File: src/rtl/i2c_gf_pkg.sv
package i2c_gf_pkg;
    localparam int GF_LIMIT_W    = 8;
    localparam int GF_REG_W      = 32;
    localparam int GF_SYNC_DEPTH = 2;
    localparam int GF_LIMIT_RST  = 2;
    localparam int GF_NUM_LINES  = 2;

    typedef enum logic [0:0] {
        LINE_SCL = 1'b0,
        LINE_SDA = 1'b1
    } gf_line_e;

    // Per-line filter state: accepted level plus run length of disagreement.
    typedef struct packed {
        logic                  level;
        logic [GF_LIMIT_W-1:0] run;
    } gf_state_t;

    function automatic logic [GF_LIMIT_W-1:0] gf_floor_one(input logic [GF_LIMIT_W-1:0] v);
        return (v == '0) ? GF_LIMIT_W'(1) : v;
    endfunction
endpackage

File: src/rtl/gf_sync.sv
module gf_sync #(
    parameter int DEPTH     = 2,
    parameter bit RST_LEVEL = 1'b1
) (
    input  logic clk,
    input  logic rst,
    input  logic d,
    output logic q
);
    logic [DEPTH-1:0] chain;

    always_ff @(posedge clk) begin
        if (rst) chain <= {DEPTH{RST_LEVEL}};
        else     chain <= {chain[DEPTH-2:0], d};
    end

    assign q = chain[DEPTH-1];
endmodule

File: src/rtl/gf_limit_reg.sv
module gf_limit_reg
    import i2c_gf_pkg::*;
#(
    parameter int LIMIT_W   = GF_LIMIT_W,
    parameter int REG_W     = GF_REG_W,
    parameter int LIMIT_RST = GF_LIMIT_RST
) (
    input  logic               clk,
    input  logic               rst,
    input  logic               wr_en,
    input  logic [REG_W-1:0]   wr_data,
    input  logic               ctrl_enable,
    output logic [LIMIT_W-1:0] limit,
    output logic [REG_W-1:0]   rd_data
);
    localparam int PAD_W = REG_W - LIMIT_W;

    logic               accept;
    logic [LIMIT_W-1:0] next_val;

    assign accept   = wr_en && !ctrl_enable;
    assign next_val = (wr_data[LIMIT_W-1:0] == '0) ? LIMIT_W'(1) : wr_data[LIMIT_W-1:0];

    always_ff @(posedge clk) begin
        if (rst)         limit <= LIMIT_W'(LIMIT_RST);
        else if (accept) limit <= next_val;
    end

    assign rd_data = {{PAD_W{1'b0}}, limit};
endmodule

File: src/rtl/gf_line_filter.sv
module gf_line_filter #(
    parameter int CNT_W = 8
) (
    input  logic             clk,
    input  logic             rst,
    input  logic [CNT_W-1:0] limit,
    input  logic             din,
    output logic             dout
);
    typedef struct packed {
        logic             level;
        logic [CNT_W-1:0] run;
    } state_t;

    state_t cur, nxt;

    always_comb begin
        nxt = cur;
        if (din == cur.level) begin
            nxt.run = '0;
        end else if (cur.run >= limit) begin
            nxt.level = din;
            nxt.run   = '0;
        end else begin
            nxt.run = cur.run + CNT_W'(1);
        end
    end

    always_ff @(posedge clk) begin
        if (rst) begin
            cur.level <= 1'b1;
            cur.run   <= '0;
        end else begin
            cur <= nxt;
        end
    end

    assign dout = cur.level;
endmodule

File: src/rtl/i2c_glitch_filter.sv
module i2c_glitch_filter
    import i2c_gf_pkg::*;
#(
    parameter int LIMIT_W    = GF_LIMIT_W,
    parameter int REG_W      = GF_REG_W,
    parameter int SYNC_DEPTH = GF_SYNC_DEPTH,
    parameter int LIMIT_RST  = GF_LIMIT_RST
) (
    input  logic             clk,
    input  logic             rst,
    input  logic             wr_en,
    input  logic [REG_W-1:0] wr_data,
    input  logic             ctrl_enable,
    output logic [REG_W-1:0] rd_data,
    input  logic             scl_raw,
    input  logic             sda_raw,
    output logic             scl_filt,
    output logic             sda_filt
);
    localparam int NLINES = GF_NUM_LINES;

    logic [LIMIT_W-1:0] limit;
    logic [NLINES-1:0]  raw_vec, sync_vec, filt_vec;

    assign raw_vec[LINE_SCL] = scl_raw;
    assign raw_vec[LINE_SDA] = sda_raw;

    gf_limit_reg #(
        .LIMIT_W(LIMIT_W), .REG_W(REG_W), .LIMIT_RST(LIMIT_RST)
    ) u_reg (
        .clk(clk), .rst(rst), .wr_en(wr_en), .wr_data(wr_data),
        .ctrl_enable(ctrl_enable), .limit(limit), .rd_data(rd_data)
    );

    for (genvar i = 0; i < NLINES; i++) begin : g_line
        gf_sync #(.DEPTH(SYNC_DEPTH), .RST_LEVEL(1'b1)) u_sync (
            .clk(clk), .rst(rst), .d(raw_vec[i]), .q(sync_vec[i])
        );
        gf_line_filter #(.CNT_W(LIMIT_W)) u_filt (
            .clk(clk), .rst(rst), .limit(limit),
            .din(sync_vec[i]), .dout(filt_vec[i])
        );
    end

    assign scl_filt = filt_vec[LINE_SCL];
    assign sda_filt = filt_vec[LINE_SDA];
endmodule

File: config.mk
export PLATFORM = sky130hd
export DESIGN_NAME = i2c_glitch_filter
export DESIGN_NICKNAME = d
export VERILOG_FILES = /design/src/rtl/i2c_gf_pkg.sv /design/src/rtl/gf_sync.sv /design/src/rtl/gf_limit_reg.sv /design/src/rtl/gf_line_filter.sv /design/src/rtl/i2c_glitch_filter.sv
export SDC_FILE = /design/constraint.sdc
export NUM_CORES = 1
export LEC_CHECK = 0
export ABC_AREA = 1
export BUFFER_PORTS_ARGS = -buffer_cell sky130_fd_sc_hd__buf_2
export CORE_UTILIZATION = 48
export DETAILED_ROUTE_END_ITERATION = 8
export GPL_ROUTABILITY_DRIVEN = 0
export GPL_TIMING_DRIVEN = 0
export PLACE_DENSITY_LB_ADDON = 0.05
export SLEW_MARGIN = 20
export SYNTH_ARGS = -nofsm -noshare
export SYNTH_HDL_FRONTEND = slang
export SYNTH_SLANG_ARGS = --single-unit
File: constraint.sdc
create_clock -name clk -period 1.78 [get_ports clk]
set_clock_uncertainty 0.2 [all_clocks]
set_input_delay 0.178 -clock clk [delete_from_list [all_inputs] [get_ports clk]]
set_output_delay 0.178 -clock clk [all_outputs]
set_load 0.01 [all_outputs]
==> summary.txt <==
Setup path
  • WS Path Type: reg -> reg
  • Register-to-Register Path Depth: 7
  • Worst setup EP type: flop
  • Critical path endpoint: g_line[0].u_filt.cur[6]$_SDFF_PP0_
  • R2R Setup Slk: 120 ps
  • Crit path from: u_reg.limit[5]$_SDFFE_PP0P_
  • Worst EP arrival: 1690 ps
  • Worst setup SP type: flop
  • RR Endpoint: g_line[0].u_filt.cur[6]$_SDFF_PP0_
  • CP max FO: 8
  • Req. time, crit path: 1810 ps
  • R2R Path Start: u_reg.limit[5]$_SDFFE_PP0P_

Pwr
  • Pleak: 1.13 nW
  • Design internal power: 0.00101 W
  • Combinational Power Share: 0.183
  • Post-layout power: 0.00140 W
  • Sw Ratio: 0.280
  • P_sw: 0.000394 W
  • Maximum vdd drop: 499 uV
  • Power share of the sequential group: 0.511
  • Clock power share: 0.307
  • Cell Pwr Density: 620 nW/um^2

STA
  • Hold Vio Cnt, Final: 0
  • Max-slew violations: 0
  • F_max: 602 MHz
  • Final hold slack: 2.06 ps
  • Post-route setup slack: 118 ps
  • Final period util: 0.933
  • Setup tns final: 0 ps
  • Final setup violation count: 0
  • Final min period: 1660 ps
  • Unrepaired setup endpoints after global routing: no

Global route
  • Via count of the first global-routing pass: 1301
  • Gr usage total: 0.183
  • Antenna violations before repair: 0
  • Pin count of the biggest net entering global routing: 11
  • Total grt overflow: 0
  • First-pass GRT wire length: 5.51 mm

Synthesis
  • EDFF count, synth: 0
  • Synthesized flop and latch total: 30
  • Sequential share of the synthesized area: 0.343
  • Synth Cell Area: 1750 sq um
  • Most used DFF post-synth: dfxtp_1
  • Yosys warns: 0
  • Gate Count Post-Synth: 222
  • Async S/R FF share, synth: 0
  • Unique masters post-synth: 26
  • Synthesized area per cell: 7.89 sq um

Clock tree
  • Clock-pin slew on the worst setup and hold paths: 100 ps
  • CTS buffer count: 5
  • CTS tree: done
  • Sink Count: 30
  • Latest clock arrival within the worst-skew pair: 330 ps
  • H-tree depth: 2
  • Clock Tree Root: clkbuf_4
  • Clock buffer depth: 2

Die
  • Core ar.: 3420 sq um
  • Die area: 3900 sq um
  • Die width: 62.4 microns
  • IO Pins: 72
  • Die height: 62.4 microns
  • Starting density of the core: 0.513
  • Rows: 21

Routing
  • Initial DRC Count: 35
  • Avg Vias per Cell: 4.34
  • Antenna-violating nets left: 0
  • Drt pass-1 iters: 4
  • Via count: 1464
  • Final wirelength: 3.16 mm
  • WL/cell: 9.36 microns
  • # DRC: 0

Final layout
  • # fillers: 330
  • Layout cells sized above 1: 0.271
  • Nets: 346
  • Post-Layout Cell Count: 337
  • Ant. Diodes: 0
  • Area Overhead vs Synth: 29.3%
  • Footprint of the multi-input gates: 967 sq um
  • Register area: 604 sq um

Worst hold path
  • Hold Crit Class: in -> reg

Outcome
  • Status: complete, no violations

Placed design
  • Cell count after placement: 314
  • DP HPWL: 2.33 mm
  • Worst slack, placed: 8.67 ps
  • # port buffers: 23

Run
  • Max-cap viol count: 0
==> how the worst min path moves through the flow <==
stage	from	end	slack [ps]	depth (start not counted)
4_1_cts	ctrl_enable	u_reg.limit[0]$_SDFFE_PP0P_	0.2	5
5_1_grt	ctrl_enable	u_reg.limit[2]$_SDFFE_PP0P_	0.9	4
3_3_place_gp	scl_raw	g_line[0].u_sync.chain[0]$_SDFF_PP1_	160	2
2_1_floorplan	scl_raw	g_line[0].u_sync.chain[0]$_SDFF_PP1_	80	1
3_5_place_dp	scl_raw	g_line[0].u_sync.chain[0]$_SDFF_PP1_	160	2
6_report	ctrl_enable	u_reg.limit[0]$_SDFFE_PP0P_	2	5
==> flip-flops by register name, summed over array words and instances (netlist names) <==
| register | flops |
|---|---|
| g_line.u_filt.cur | 16 |
| u_reg.limit | 8 |
| g_line.u_sync.chain | 4 |
| g_line.u_filt.dout | 2 |
==> repair_timing <==
item / 4_1_cts / 5_1_grt
buffers inserted: 0 / 0
hold endpoints to repair: 12 / 0
hold buffers: 15 / 0
resized for setup: 1 / 10
pin swaps: 0 / 3
endpoints found under the setup margin: 3 / 18
==> power groups by stage <==
stage / Clock, W / Sequential (W) / Combinational [W]
after global routing: 0.000484 / 0.000721 / 0.000295
final: 0.000430 / 0.000717 / 0.000257
after detailed placement: 0 / 0.000731 / 0.000223
after floorplan: 0 / 0.000734 / 0.000162
after global placement: 0 / 0.000732 / 0.000221
after CTS: 0.000440 / 0.000716 / 0.000251
==> worst max-delay path, stage by stage (launching register included) <==
cell     delay, ps
dfxtp_1        380
inv_1           80
ha_1           300
nand2_1         60
nor2_1         150
nand2_1        140
nand4_4        200
nor2_1          60
==> stage by stage <==
stage                     cell area (sq um)  utilization
after floorplan                        1840            -
after global placement                 2010        0.589
after detailed placement               2010        0.589
after CTS                              2230        0.653
after global routing                   2260        0.663
final                                  2260        0.663
==> per-layer routing <==
layer | track usage | wire length [microns] | vias to the layer above
li1 | - | - | 792
met1 | 0.222 | 1570 | 637
met2 | 0.289 | 1390 | 33
met3 | 0.0675 | 162 | 2
met4 | 0.0785 | 31 | 0
met5 | 0 | 0 | -
==> cells in the mapped netlist, types with 4 or more instances <==
cell type | number | share of area
nand3_1 | 9 | 0.026
o21ai_0 | 9 | 0.026
buf_4 | 24 | 0.10
ha_1 | 18 | 0.13
a21oi_1 | 11 | 0.031
inv_1 | 31 | 0.066
xor2_1 | 7 | 0.035
nor2_1 | 23 | 0.049
or2_2 | 4 | 0.014
xnor2_1 | 5 | 0.025
dfxtp_1 | 30 | 0.34
nor2_2 | 4 | 0.014
nand2_1 | 31 | 0.066
==> cell usage in the layout (no fill, tap or decap), drive strengths merged, types with 2 or more instances in the layout <==
cell type    count
inv             31
ha              18
nor3             3
dlygate4sd3     15
dfxtp           30
or2              4
clkbuf           6
nand4            2
a21oi           12
nor2            27
buf             49
xnor2            5
xor2             7
conb            24
nand3           11
nand2           31
o21ai            9
==> area by class of cell <==
| type | instances | area share |
|---|---|---|
| tap | 46 | 0.0254 |
| timing repair buffer | 38 | 0.117 |
| inverter | 31 | 0.0514 |
| clock buffer | 6 | 0.0227 |
| sequential | 30 | 0.267 |
| multi-input combinational | 158 | 0.427 |
| buffer | 26 | 0.0840 |
| clock inverter | 2 | 0.00552 |
==> cells by family (layout without fill, tap and decap cells) <==
| kind of cell | after synthesis | count (layout) | synth area share |
|---|---|---|---|
| AND/OR/NAND/NOR | 80 | 80 | 0.216 |
| AO/OA/AOI/OAI | 24 | 24 | 0.0750 |
| other | 1 | 24 | 0.00214 |
| adder cells (fa/ha/maj) | 18 | 18 | 0.129 |
| flip-flops | 30 | 30 | 0.343 |
| XOR/XNOR | 12 | 12 | 0.0600 |
| buffers and inverters | 57 | 103 | 0.175 |
(Power assumes the default switching activity.)
